File: src/rtl/pclk_idle_pkg.sv
package pclk_idle_pkg;
    typedef enum logic [1:0] {
        ST_RUN   = 2'd0,
        ST_DRAIN = 2'd1,
        ST_IDLE  = 2'd2
    } run_state_e;

    localparam logic [1:0] ADDR_ENABLE  = 2'd0;
    localparam logic [1:0] ADDR_DISABLE = 2'd1;
    localparam logic [1:0] ADDR_STATUS  = 2'd2;
    localparam logic [1:0] ADDR_CONFIG  = 2'd3;
endpackage

File: src/rtl/pclk_regs.sv
module pclk_regs
    import pclk_idle_pkg::*;
#(
    parameter int DW      = 8,
    parameter int N_IRQ   = 4,
    parameter int RATIO_W = 2
) (
    input  logic               clk,
    input  logic               rst_n,
    input  logic               wr_en,
    input  logic [1:0]         wr_addr,
    input  logic [DW-1:0]      wr_data,
    input  logic               rd_en,
    input  logic [1:0]         rd_addr,
    input  logic               status,
    output logic [DW-1:0]      rd_data,
    output logic               rd_valid,
    output logic               set_req,
    output logic               clr_req,
    output logic [RATIO_W-1:0] ratio_req,
    output logic [N_IRQ-1:0]   irq_mask
);
    localparam int CFG_W = N_IRQ + RATIO_W;

    typedef struct packed {
        logic [RATIO_W-1:0] ratio;
        logic [N_IRQ-1:0]   mask;
        logic [DW-1:0]      rdata;
        logic               rvalid;
    } regs_s;

    regs_s r_d, r_q;

    always_comb begin
        r_d        = r_q;
        r_d.rvalid = rd_en;
        if (wr_en && wr_addr == ADDR_CONFIG) begin
            r_d.ratio = wr_data[RATIO_W-1:0];
            r_d.mask  = wr_data[CFG_W-1:RATIO_W];
        end
        if (rd_en) begin
            r_d.rdata = '0;
            case (rd_addr)
                ADDR_STATUS: r_d.rdata[0] = status;
                ADDR_CONFIG: r_d.rdata[CFG_W-1:0] = {r_q.mask, r_q.ratio};
                default:     r_d.rdata = '0;
            endcase
        end
    end

    always_ff @(posedge clk or negedge rst_n) begin
        if (!rst_n) begin
            r_q <= '0;
        end else begin
            r_q <= r_d;
        end
    end

    assign set_req   = wr_en && (wr_addr == ADDR_ENABLE) && wr_data[0];
    assign clr_req   = wr_en && (wr_addr == ADDR_DISABLE) && wr_data[0];
    assign ratio_req = r_q.ratio;
    assign irq_mask  = r_q.mask;
    assign rd_data   = r_q.rdata;
    assign rd_valid  = r_q.rvalid;

    // data is valid exactly one cycle after the read strobe
    a_r7_read_latency: assert property (@(posedge clk) disable iff (!rst_n)
        rd_en |=> rd_valid);
endmodule

File: src/rtl/pclk_idle_fsm.sv
module pclk_idle_fsm
    import pclk_idle_pkg::*;
#(
    parameter int N_IRQ = 4
) (
    input  logic             clk,
    input  logic             rst_n,
    input  logic             set_req,
    input  logic             clr_req,
    input  logic             insn_done,
    input  logic [N_IRQ-1:0] irq_req,
    input  logic [N_IRQ-1:0] irq_mask,
    output logic             run_d,
    output logic             status
);
    typedef struct packed {
        run_state_e st;
    } fsm_s;

    fsm_s f_d, f_q;
    logic wake;

    always_comb begin
        wake = |(irq_req & irq_mask);
        f_d  = f_q;
        case (f_q.st)
            ST_RUN:   if (clr_req && !wake) f_d.st = ST_DRAIN;
            ST_DRAIN: begin
                if (wake || set_req)  f_d.st = ST_RUN;
                else if (insn_done)   f_d.st = ST_IDLE;
            end
            ST_IDLE:  if (wake || set_req) f_d.st = ST_RUN;
            default:  f_d.st = ST_RUN;
        endcase
    end

    always_ff @(posedge clk or negedge rst_n) begin
        if (!rst_n) begin
            f_q.st <= ST_RUN;
        end else begin
            f_q <= f_d;
        end
    end

    assign run_d  = (f_d.st != ST_IDLE);
    assign status = (f_q.st != ST_IDLE);

    // idle is only entered from a pending stop that saw the handshake
    a_r3_idle_after_done: assert property (@(posedge clk) disable iff (!rst_n)
        (f_q.st == ST_IDLE && $past(f_q.st) != ST_IDLE)
            |-> ($past(f_q.st) == ST_DRAIN && $past(insn_done)));
    // a stop request leaves the running state unless a wake is present
    a_r2_request_drains: assert property (@(posedge clk) disable iff (!rst_n)
        (f_q.st == ST_RUN && clr_req && !(|(irq_req & irq_mask)))
            |=> f_q.st == ST_DRAIN);
    // an unmasked request while stopped restarts the clock
    a_r4_wake_restarts: assert property (@(posedge clk) disable iff (!rst_n)
        (f_q.st == ST_IDLE && (|(irq_req & irq_mask))) |=> f_q.st == ST_RUN);
    // a wake wins over a disable written in the same cycle
    a_r5_wake_priority: assert property (@(posedge clk) disable iff (!rst_n)
        (f_q.st == ST_RUN && (|(irq_req & irq_mask))) |=> f_q.st == ST_RUN);
endmodule

File: src/rtl/pclk_divider.sv
module pclk_divider #(
    parameter int RATIO_W = 2
) (
    input  logic               clk,
    input  logic               rst_n,
    input  logic               run_d,
    input  logic [RATIO_W-1:0] ratio_req,
    output logic               en_q
);
    localparam int CNT_W = (1 << RATIO_W) - 1;
    localparam logic [CNT_W-1:0] ONE = CNT_W'(1);

    typedef struct packed {
        logic [CNT_W-1:0]   cnt;
        logic [RATIO_W-1:0] ratio;
        logic               en;
    } div_s;

    div_s v_d, v_q;
    logic [CNT_W-1:0] lim;

    always_comb begin
        v_d = v_q;
        lim = (ONE << v_q.ratio) - ONE;
        if (!run_d)              v_d.cnt = '0;
        else if (v_q.cnt >= lim) v_d.cnt = '0;
        else                     v_d.cnt = v_q.cnt + ONE;
        if (v_d.cnt == '0) v_d.ratio = ratio_req;
        v_d.en = run_d && (v_d.cnt == '0);
    end

    always_ff @(posedge clk or negedge rst_n) begin
        if (!rst_n) begin
            v_q.cnt   <= '0;
            v_q.ratio <= '0;
            v_q.en    <= 1'b1;
        end else begin
            v_q <= v_d;
        end
    end

    assign en_q = v_q.en;

    // the active ratio changes only at a divided-clock boundary
    a_r10_boundary_only: assert property (@(posedge clk) disable iff (!rst_n)
        (v_q.ratio != $past(v_q.ratio)) |-> (v_q.cnt == '0));
    // back-to-back enables only when the preceding ratio was 1
    a_r10_no_short_gap: assert property (@(posedge clk) disable iff (!rst_n)
        (v_q.en && $past(v_q.en)) |-> ($past(v_q.ratio) == '0));
endmodule

File: src/rtl/pclk_gate.sv
module pclk_gate (
    input  logic clk,
    input  logic rst_n,
    input  logic en_q,
    output logic pclk
);
    typedef struct packed {
        logic g;
    } gate_s;

    gate_s g_d, g_q;

    always_comb begin
        g_d   = g_q;
        g_d.g = en_q;
    end

    // sampled while clk is low so the AND below never cuts a high phase
    always_ff @(negedge clk or negedge rst_n) begin
        if (!rst_n) begin
            g_q.g <= 1'b0;
        end else begin
            g_q <= g_d;
        end
    end

    assign pclk = clk & g_q.g;
endmodule

File: src/rtl/pclk_idle_ctrl.sv
module pclk_idle_ctrl
    import pclk_idle_pkg::*;
#(
    parameter int DW      = 8,
    parameter int N_IRQ   = 4,
    parameter int RATIO_W = 2
) (
    input  logic             clk,
    input  logic             rst_n,
    input  logic             wr_en,
    input  logic [1:0]       wr_addr,
    input  logic [DW-1:0]    wr_data,
    input  logic             rd_en,
    input  logic [1:0]       rd_addr,
    output logic [DW-1:0]    rd_data,
    output logic             rd_valid,
    input  logic [N_IRQ-1:0] irq_req,
    input  logic             insn_done,
    output logic             mclk,
    output logic             pclk
);
    logic               set_req, clr_req, run_d, status, en_q;
    logic [RATIO_W-1:0] ratio_req;
    logic [N_IRQ-1:0]   irq_mask;

    pclk_regs #(.DW(DW), .N_IRQ(N_IRQ), .RATIO_W(RATIO_W)) u_regs (
        .clk(clk), .rst_n(rst_n),
        .wr_en(wr_en), .wr_addr(wr_addr), .wr_data(wr_data),
        .rd_en(rd_en), .rd_addr(rd_addr), .status(status),
        .rd_data(rd_data), .rd_valid(rd_valid),
        .set_req(set_req), .clr_req(clr_req),
        .ratio_req(ratio_req), .irq_mask(irq_mask)
    );

    pclk_idle_fsm #(.N_IRQ(N_IRQ)) u_fsm (
        .clk(clk), .rst_n(rst_n),
        .set_req(set_req), .clr_req(clr_req), .insn_done(insn_done),
        .irq_req(irq_req), .irq_mask(irq_mask),
        .run_d(run_d), .status(status)
    );

    pclk_divider #(.RATIO_W(RATIO_W)) u_div (
        .clk(clk), .rst_n(rst_n),
        .run_d(run_d), .ratio_req(ratio_req), .en_q(en_q)
    );

    pclk_gate u_gate (
        .clk(clk), .rst_n(rst_n), .en_q(en_q), .pclk(pclk)
    );

    assign mclk = clk;
endmodule

File: config.mk
export PLATFORM = sky130hd
export DESIGN_NAME = pclk_idle_ctrl
export DESIGN_NICKNAME = d
export VERILOG_FILES = /design/src/rtl/pclk_idle_pkg.sv /design/src/rtl/pclk_regs.sv /design/src/rtl/pclk_idle_fsm.sv /design/src/rtl/pclk_divider.sv /design/src/rtl/pclk_gate.sv /design/src/rtl/pclk_idle_ctrl.sv
export SDC_FILE = /design/constraint.sdc
export NUM_CORES = 1
export LEC_CHECK = 0
export ABC_AREA = 0
export BUFFER_PORTS_ARGS = -buffer_cell sky130_fd_sc_hd__buf_2
export CAP_MARGIN = 20
export CORE_ASPECT_RATIO = 1.1
export CORE_UTILIZATION = 25
export DETAILED_ROUTE_END_ITERATION = 8
export PLACE_DENSITY_LB_ADDON = 0.2
export SLEW_MARGIN = 20
export SYNTH_ARGS = -nofsm -noshare
export SYNTH_HDL_FRONTEND = slang
export SYNTH_SLANG_ARGS = --single-unit
File: constraint.sdc
create_clock -name clk -period 1.95 [get_ports clk]
set_clock_uncertainty 0.15 [all_clocks]
set_input_delay 0.39 -clock clk [delete_from_list [all_inputs] [get_ports clk]]
set_output_delay 0.39 -clock clk [all_outputs]
set_load 0.1 [all_outputs]
==> results of run 1 <==
## metrics by stage
stage | setup TNS (ns) | instance area [µm²] | hold WS (ns) | worst slack [ns] | cells
after floorplan | -0.245 | 1020 | -0.0556 | -0.245 | 92
after global placement | -0.453 | 1230 | 0.249 | -0.453 | 170
after global routing | -0.679 | 1410 | 0.0851 | -0.679 | 180
final | -0.643 | 1410 | 0.102 | -0.643 | 180
after CTS | -0.652 | 1410 | 0.0901 | -0.652 | 180
after detailed placement | -0.496 | 1230 | 0.252 | -0.454 | 170
## flip-flops by register name (all words and copies together) (netlist names)
name,cells
u_div.en_q,1
u_div.v_q,5
u_fsm.f_q,2
u_gate.g_q,1
u_regs.irq_mask,4
u_regs.ratio_req,2
u_regs.rd_data,6
u_regs.rd_valid,1
## power breakdown
part	switching [mW]	internal, mW
Combinational	0.399	0.347
Clock	0.513	0.583
Sequential	0.0637	0.574
## final cells by class
type | count | area share (%)
flip-flops and latches | 22 | 39.1
multi-input cells | 57 | 30.3
repair buffers | 31 | 12.2
clock buffers | 10 | 9.32
well taps | 50 | 4.44
inverters | 9 | 2.40
clock inverters | 1 | 2.13
## layer usage
metal	part of all wire, %	vias to the layer above	global-route usage (%)
li1	-	379	-
met1	46	351	12.5
met2	47	24	14.8
met3	5.1	5	4.11
met4	1.9	0	10.5
met5	0	-	0
## cells by family (layout without fill, tap and decap cells)
group,Yosys count,count (layout)
flops,22,22
buf+inv,13,51
compound gates,13,13
xor+xnor,1,1
mux,8,8
other cells,1,2
fa+ha+maj,4,4
simple gates,29,29
## Yosys cell counts
| library cell | instances |
|---|---|
| sky130_fd_sc_hd__mux2_2 | 6 |
| sky130_fd_sc_hd__clkbuf_1 | 1 |
| sky130_fd_sc_hd__a222oi_1 | 1 |
| sky130_fd_sc_hd__nor2b_1 | 2 |
| sky130_fd_sc_hd__or2_1 | 1 |
| sky130_fd_sc_hd__and3_1 | 1 |
| sky130_fd_sc_hd__buf_4 | 3 |
| sky130_fd_sc_hd__dfrtp_1 | 20 |
| sky130_fd_sc_hd__and4bb_1 | 1 |
| sky130_fd_sc_hd__or2_2 | 1 |
| sky130_fd_sc_hd__inv_1 | 9 |
| sky130_fd_sc_hd__a22oi_1 | 1 |
| sky130_fd_sc_hd__mux2_4 | 2 |
| sky130_fd_sc_hd__o21ai_0 | 3 |
| sky130_fd_sc_hd__ha_1 | 4 |
| sky130_fd_sc_hd__dfstp_2 | 1 |
| sky130_fd_sc_hd__and2_1 | 1 |
| sky130_fd_sc_hd__nor3_2 | 1 |
| sky130_fd_sc_hd__dfrtn_1 | 1 |
| sky130_fd_sc_hd__o21ai_2 | 1 |
| sky130_fd_sc_hd__nand3_1 | 2 |
| sky130_fd_sc_hd__conb_1 | 1 |
| sky130_fd_sc_hd__nand2_1 | 10 |
| sky130_fd_sc_hd__a21oi_1 | 2 |
| sky130_fd_sc_hd__nor2_1 | 7 |
| sky130_fd_sc_hd__o22ai_1 | 5 |
| sky130_fd_sc_hd__and4bb_4 | 1 |
| sky130_fd_sc_hd__nand3b_1 | 1 |
| sky130_fd_sc_hd__xnor2_1 | 1 |
## worst paths after layout
path / startpoint / end / cells past startpoint
max: u_gate.g_q / pclk / 2
min: wr_data[5] / u_regs.irq_mask[3] / 2
max reg2reg: u_div.v_q[2] / u_div.v_q[2] / 7
min reg2reg: u_div.v_q[3] / u_div.v_q[3] / 1
max in group asynchronous: rst_n / u_gate.g_q / 2
min in group asynchronous: rst_n / u_regs.ratio_req[1] / 3
## worst max-delay path, delay by kind of cell (launching register included)
kind	cells	cell delay (ns)
buffers and inverters	1	0.16
flip-flops	1	0.38
AND/OR/NAND/NOR	1	0.14
## what timing repair did
| item | in CTS | in global routing |
|---|---|---|
| setup buffers | 0 | 0 |
| pin swaps | 2 | 1 |
| setup endpoints to repair | 5 | 4 |
| resized for setup | 9 | 0 |
| hold buffers | 1 | 0 |
| endpoints found under the hold margin | 20 | 0 |
==> results_tabular.tex, run 1 <==
\begin{tabular}{lr}
\hline
Metric & Value \\
\hline
\multicolumn{2}{l}{\textbf{Cells and area}} \\
Diode insertion count for antenna repair & 0 \\
Most used cells in the layout excluding fill and tap cells & 25 x sky130\_fd\_sc\_hd\_\_buf\_2, 20 x sky130\_fd\_sc\_hd\_\_dfrtp\_1, 10 x sky130\_fd\_sc\_hd\_\_nand2\_1, 9 x sky130\_fd\_sc\_hd\_\_inv\_1 \\
Register area & around 550 µm² \\
Filler cell count & roughly 400 \\
Total area of multi-input combinational cells & 428 µm² \\
Layout cell share with drive strength beyond 1 & $\sim$42\% \\
Most common cell after layout, fill and taps aside & sky130\_fd\_sc\_hd\_\_buf\_2 \\
Net count of the finished layout & approximately 160 \\
Util after Layout & 37.4\% \\
Synth-to-Final Area Change & 39.3\% \\
\multicolumn{2}{l}{\textbf{Clock network}} \\
CTS tree & built \\
Clock transition at the registers of the reported paths & 0.08 ns \\
Insertion delay to the later sink of the worst-skew pair & 0.36 ns \\
\multicolumn{2}{l}{\textbf{Routing}} \\
DRC marker count from the first detailed-route iteration & 14 \\
Antenna-violating nets left & 0 \\
Post-detailed-routing wire length & a little over 2000 µm \\
Vias post-DR & roughly 760 \\
Drt via density & between 4 and 5 \\
Post-detailed-route wirelength per cell & 11.5 µm \\
First-pass iteration count of the detailed router & 4 \\
Remaining routing DRC violations & 0 \\
\multicolumn{2}{l}{\textbf{Critical path}} \\
Crit path DAT & between 2 and 2.5 ns \\
Worst stage delay on the critical path & $\sim$0.38 ns \\
Crit end category & output port \\
Max FO, Critical Path & 1 \\
Worst endpoint required time & about 1.4 ns \\
Setup Crit Path Kind & register to output port \\
Kind of launch point of the worst setup path & register \\
R2R setup slack & about 0.10 ns \\
Cell type of the slowest stage on the worst timing path & sky130\_fd\_sc\_hd\_\_dfrtn\_1 \\
Cells along the critical path & and2\_4 > buf\_12 \\
\multicolumn{2}{l}{\textbf{Synth}} \\
Synth Cell Area & 1010 µm² \\
Xor and xnor area share after synthesis & 0.865\% \\
Fraction of the yosys area taken by sequential cells & a little over half \\
Count of distinct cell types in the synthesized netlist & 29 \\
YS warnings & 0 \\
Cells taking the most area after synthesis & sky130\_fd\_sc\_hd\_\_dfrtp\_1 49\%, sky130\_fd\_sc\_hd\_\_mux2\_2 6.7\%, sky130\_fd\_sc\_hd\_\_ha\_1 4.9\% \\
Syn\_area\_per\_cell & $\sim$11 µm² \\
Share of synthesized cell area in full adder, half adder and majority cells & 4.94\% \\
Fraction of the mapped netlist area in simple logic gates & 15.6\% \\
Share of cell area taken by muxes after synthesis & 9.64\% \\
Largest family of logic cells by synthesized area & simple AND/OR/NAND/NOR gates \\
Cell type with the largest total area after synthesis & sky130\_fd\_sc\_hd\_\_dfrtp\_1 \\
Gate Count Post-Synth & a little over 90 \\
Synth Area in Compound Gates & under 10\% \\
Area fraction of the dominant cell type after synthesis & approximately half \\
Flip-flop and latch count after synthesis & 22 \\
\multicolumn{2}{l}{\textbf{Flow run}} \\
Max-cap check violation count & 0 \\
\multicolumn{2}{l}{\textbf{Global route}} \\
Global-route wire length before repair & approximately 3200 µm \\
Antenna violations before repair & 0 \\
Via count of the first global-routing pass & around 730 \\
Largest net degree at the start of global routing & 22 \\
Overall Global Routing Usage & between 10\% and 20\% \\
Total global routing overflow & 0 \\
\multicolumn{2}{l}{\textbf{Die}} \\
Die Outline Area & between 4000 and 5000 µm² \\
Die extent in x & 62.7 µm \\
Core Region & $\sim$3800 µm² \\
Ports placed on the boundary & 32 \\
Y dimension of the die & 68.7 µm \\
Initial core utilization & between 20\% and 30\% \\
Number of placement rows & 23 \\
\multicolumn{2}{l}{\textbf{Power and ir drop}} \\
Total power after layout & 2.48 mW \\
Power density over cell area & 1760 nW/µm² \\
Max IR drop VDD & between 0.8 and 0.9 mV \\
Cell leakage power & slightly below 0.7 nW \\
\multicolumn{2}{l}{\textbf{Run status}} \\
Violations in the final reports & negative setup slack \\
Status & complete, but fails checks \\
\multicolumn{2}{l}{\textbf{Placement}} \\
Placer's final routability congestion estimate & between 0.6 and 0.7 \\
Sum of net half-perimeters after detailed placement & between 1500 and 2000 µm \\
Port buffer count & 27 \\
\multicolumn{2}{l}{\textbf{Worst hold path}} \\
Path type of the worst min-delay path & primary input to register \\
\multicolumn{2}{l}{\textbf{Timing}} \\
Setup repair after global routing missed its margin & yes \\
Final setup margin & -0.643 ns \\
Final count of negative-setup-slack endpoints & 2 \\
Count of final max-slew check failures & 0 \\
Count of endpoints failing hold in the final timing report & 0 \\
\hline
\end{tabular}
(Power assumes the default switching activity.)
==> run 2, diff against run 1 <==
- ABC_AREA: 0 -> 1
==> run 2 against run 1 <==
The run still ends with negative setup slack left. Cell area grew 6.7%. Utilization is 2.6 points lower. Global-route usage is 0.41 points higher. First-iteration DRC count unchanged. Wire length is 8.1% higher. Non-clock buffer count fell by 3. Combinational power increased by 8.8%. Synthesized cell count up 36%.
==> results_tabular.tex, run 2 <==
\begin{tabular}{lr}
\hline
Metric & Value \\
\hline
\multicolumn{2}{l}{\textbf{Power and ir drop}} \\
Max IR drop VDD & between 0.6 and 0.7 mV \\
Power density over cell area & $\sim$1700 nW/µm² \\
Total power after layout & about 2.6 mW \\
Cell leakage power & just over 0.8 nW \\
\multicolumn{2}{l}{\textbf{Critical path}} \\
Crit path DAT & 2.06 ns \\
Cell type of the slowest stage on the worst timing path & sky130\_fd\_sc\_hd\_\_dfrtn\_1 \\
Worst r2r src & u\_div.v\_q[1] \\
Kind of launch point of the worst setup path & register \\
Setup Crit Path Kind & register to output port \\
Worst endpoint required time & between 1 and 1.5 ns \\
Cell depth of the worst flop-to-flop path & 8 \\
Terminus of the critical flop-to-flop path & u\_div.v\_q[1] \\
Max FO, Critical Path & 1 \\
Crit end category & output port \\
Worst stage delay on the critical path & 0.40 ns \\
R2R setup slack & approximately 0.14 ns \\
Cells along the critical path & nand2\_2 > clkinvlp\_4 > buf\_12 \\
\multicolumn{2}{l}{\textbf{Routing}} \\
Remaining routing DRC violations & 0 \\
DRC marker count from the first detailed-route iteration & 14 \\
Vias post-DR & just under 900 \\
Post-detailed-route wirelength per cell & roughly 11 µm \\
First-pass iteration count of the detailed router & 4 \\
Post-detailed-routing wire length & roughly 2200 µm \\
Drt via density & 4.16 \\
Antenna-violating nets left & 0 \\
\multicolumn{2}{l}{\textbf{Global route}} \\
Via count of the first global-routing pass & $\sim$960 \\
Largest net degree at the start of global routing & 22 \\
Antenna violations before repair & 0 \\
Total global routing overflow & 0 \\
Global-route wire length before repair & $\sim$3800 µm \\
Overall Global Routing Usage & 11.1\% \\
\multicolumn{2}{l}{\textbf{Timing}} \\
Count of endpoints failing hold in the final timing report & 0 \\
Sum of negative setup slack & -0.654 ns \\
Final hold slack & just under 0.09 ns \\
Setup repair after global routing missed its margin & yes \\
Count of final max-slew check failures & 0 \\
Final count of negative-setup-slack endpoints & 2 \\
Final setup margin & -0.654 ns \\
\multicolumn{2}{l}{\textbf{Die}} \\
Initial core utilization & a little over a quarter \\
Die Outline Area & roughly 4800 µm² \\
Ports placed on the boundary & 32 \\
Die extent in x & around 66 µm \\
Number of placement rows & 25 \\
Y dimension of the die & slightly above 70 µm \\
Core Region & roughly 4300 µm² \\
\multicolumn{2}{l}{\textbf{Synth}} \\
Number of flops mapped to enable cells by yosys & 0 \\
Cells taking the most area after synthesis & sky130\_fd\_sc\_hd\_\_dfrtp\_1 44\%, sky130\_fd\_sc\_hd\_\_inv\_1 8.6\%, sky130\_fd\_sc\_hd\_\_nand2\_1 5.0\% \\
Leading register cell type out of synthesis & sky130\_fd\_sc\_hd\_\_dfrtp\_1 \\
Fraction of the yosys area taken by sequential cells & 48.7\% \\
Synth Cell Area & between 1000 and 1500 µm² \\
Area fraction of the dominant cell type after synthesis & around 44\% \\
Cell type with the largest total area after synthesis & sky130\_fd\_sc\_hd\_\_dfrtp\_1 \\
Post-synthesis async set-or-reset flop share & 100\% \\
Gate Count Post-Synth & between 100 and 150 \\
Count of distinct cell types in the synthesized netlist & 27 \\
Most frequent cell after synthesis & sky130\_fd\_sc\_hd\_\_inv\_1 \\
YS warnings & 0 \\
Flip-flop and latch count after synthesis & 22 \\
Most used standard cells in the synthesized netlist & 26 x sky130\_fd\_sc\_hd\_\_inv\_1, 20 x sky130\_fd\_sc\_hd\_\_dfrtp\_1, 15 x sky130\_fd\_sc\_hd\_\_nand2\_1 \\
Syn\_area\_per\_cell & between 9 and 10 µm² \\
\multicolumn{2}{l}{\textbf{Worst hold path}} \\
Min-delay src & rd\_en \\
Hold Path End & u\_regs.rd\_valid \\
Path type of the worst min-delay path & primary input to register \\
Worst hold path stage count & 1 \\
\multicolumn{2}{l}{\textbf{Cells and area}} \\
Most used cells in the layout excluding fill and tap cells & 25 x sky130\_fd\_sc\_hd\_\_inv\_1, 25 x sky130\_fd\_sc\_hd\_\_buf\_2, 20 x sky130\_fd\_sc\_hd\_\_dfrtp\_1, 14 x sky130\_fd\_sc\_hd\_\_nand2\_1 \\
Synth-to-Final Area Change & 32.7\% \\
Util after Layout & about a third \\
Largest register FFs & 6 \\
Layout cell share with drive strength beyond 1 & a little over a third \\
Final cell count without fillers & approximately 210 \\
Register area & 552 µm² \\
Total area of multi-input combinational cells & between 400 and 500 µm² \\
Filler cell count & 461 \\
Diode insertion count for antenna repair & 0 \\
Net count of the finished layout & around 180 \\
\multicolumn{2}{l}{\textbf{Clock network}} \\
Insertion delay to the later sink of the worst-skew pair & 0.36 ns \\
CTS tree & built \\
Clock transition at the registers of the reported paths & roughly 0.080 ns \\
\multicolumn{2}{l}{\textbf{Placement}} \\
Placed Cells incl. Taps & 202 \\
Port buffer count & 27 \\
Sum of net half-perimeters after detailed placement & approximately 1700 µm \\
Placer's final routability congestion estimate & around 0.7 \\
\multicolumn{2}{l}{\textbf{Run status}} \\
Violations in the final reports & negative setup slack \\
Status & complete, but fails checks \\
\multicolumn{2}{l}{\textbf{Flow run}} \\
Max-cap check violation count & 0 \\
\hline
\end{tabular}
-- run 2: power by group --
group	internal (mW)	switching, mW	leakage, nW	total [mW]
combinational	0.293	0.519	0.450	0.812
clock	0.630	0.508	0.0945	1.14
sequential	0.575	0.0533	0.267	0.628
total	1.50	1.08	0.811	2.58
-- run 2: repair_timing --
item                                    4_1_cts  5_1_grt
hold buffers                                  1        0
hold endpoints to repair                     20        0
gates resized for setup                       6        0
buffers inserted                              0        1
endpoints found under the setup margin        3        4
-- run 2: worst max-delay path by stage --
stage / start / endpoint / cells after the start
6_report: u_gate.g_q / pclk / 3
3_5_place_dp: u_gate.g_q / pclk / 3
3_3_place_gp: u_gate.g_q / pclk / 3
5_1_grt: u_gate.g_q / pclk / 3
2_1_floorplan: u_gate.g_q / pclk / 2
4_1_cts: u_gate.g_q / pclk / 3
-- run 2: critical path, delay by kind of cell (launching register included) --
| kind | cells | cell delay (ns) |
|---|---|---|
| flip-flops | 1 | 0.40 |
| buffers and inverters | 2 | 0.23 |
| AND/OR/NAND/NOR | 1 | 0.06 |
-- run 2: per-stage QoR --
stage               setup WS [ns]  cell area (µm²)
floorplan                  -0.356             1140
global placement           -0.457             1320
detailed placement         -0.453             1320
CTS                        -0.672             1500
global route               -0.698             1500
finish                     -0.654             1500
-- run 2: metal layers --
layer | share of wire (%) | GRT usage (%) | vias to the layer above
li1 | - | - | 452
met1 | 42 | 12.1 | 415
met2 | 53 | 17.6 | 18
met3 | 4.2 | 4.06 | 2
met4 | 0.94 | 7.80 | 0
met5 | 0 | 0 | -
-- run 2: cell type report --
class / count / area share (%)
inverters: 25 / 6.24
well taps: 54 / 4.49
flip-flops and latches: 22 / 36.7
clock inverters: 3 / 3.66
clock buffers: 9 / 8.49
multi-input cells: 72 / 30.4
repair buffers: 28 / 9.98
-- run 2: cells by family (layout without fill, tap and decap cells) --
| group | Yosys count | count (layout) | synth area share [%] |
|---|---|---|---|
| other | 1 | 2 | 0.331 |
| DFF | 22 | 22 | 48.7 |
| buffers and inverters | 31 | 65 | 11.5 |
| AOI/OAI and AO/OA | 16 | 16 | 9.27 |
| adders and majority gates | 4 | 4 | 4.42 |
| and+or+nand+nor | 49 | 49 | 25.1 |
| xor gates and xnor gates | 1 | 1 | 0.773 |
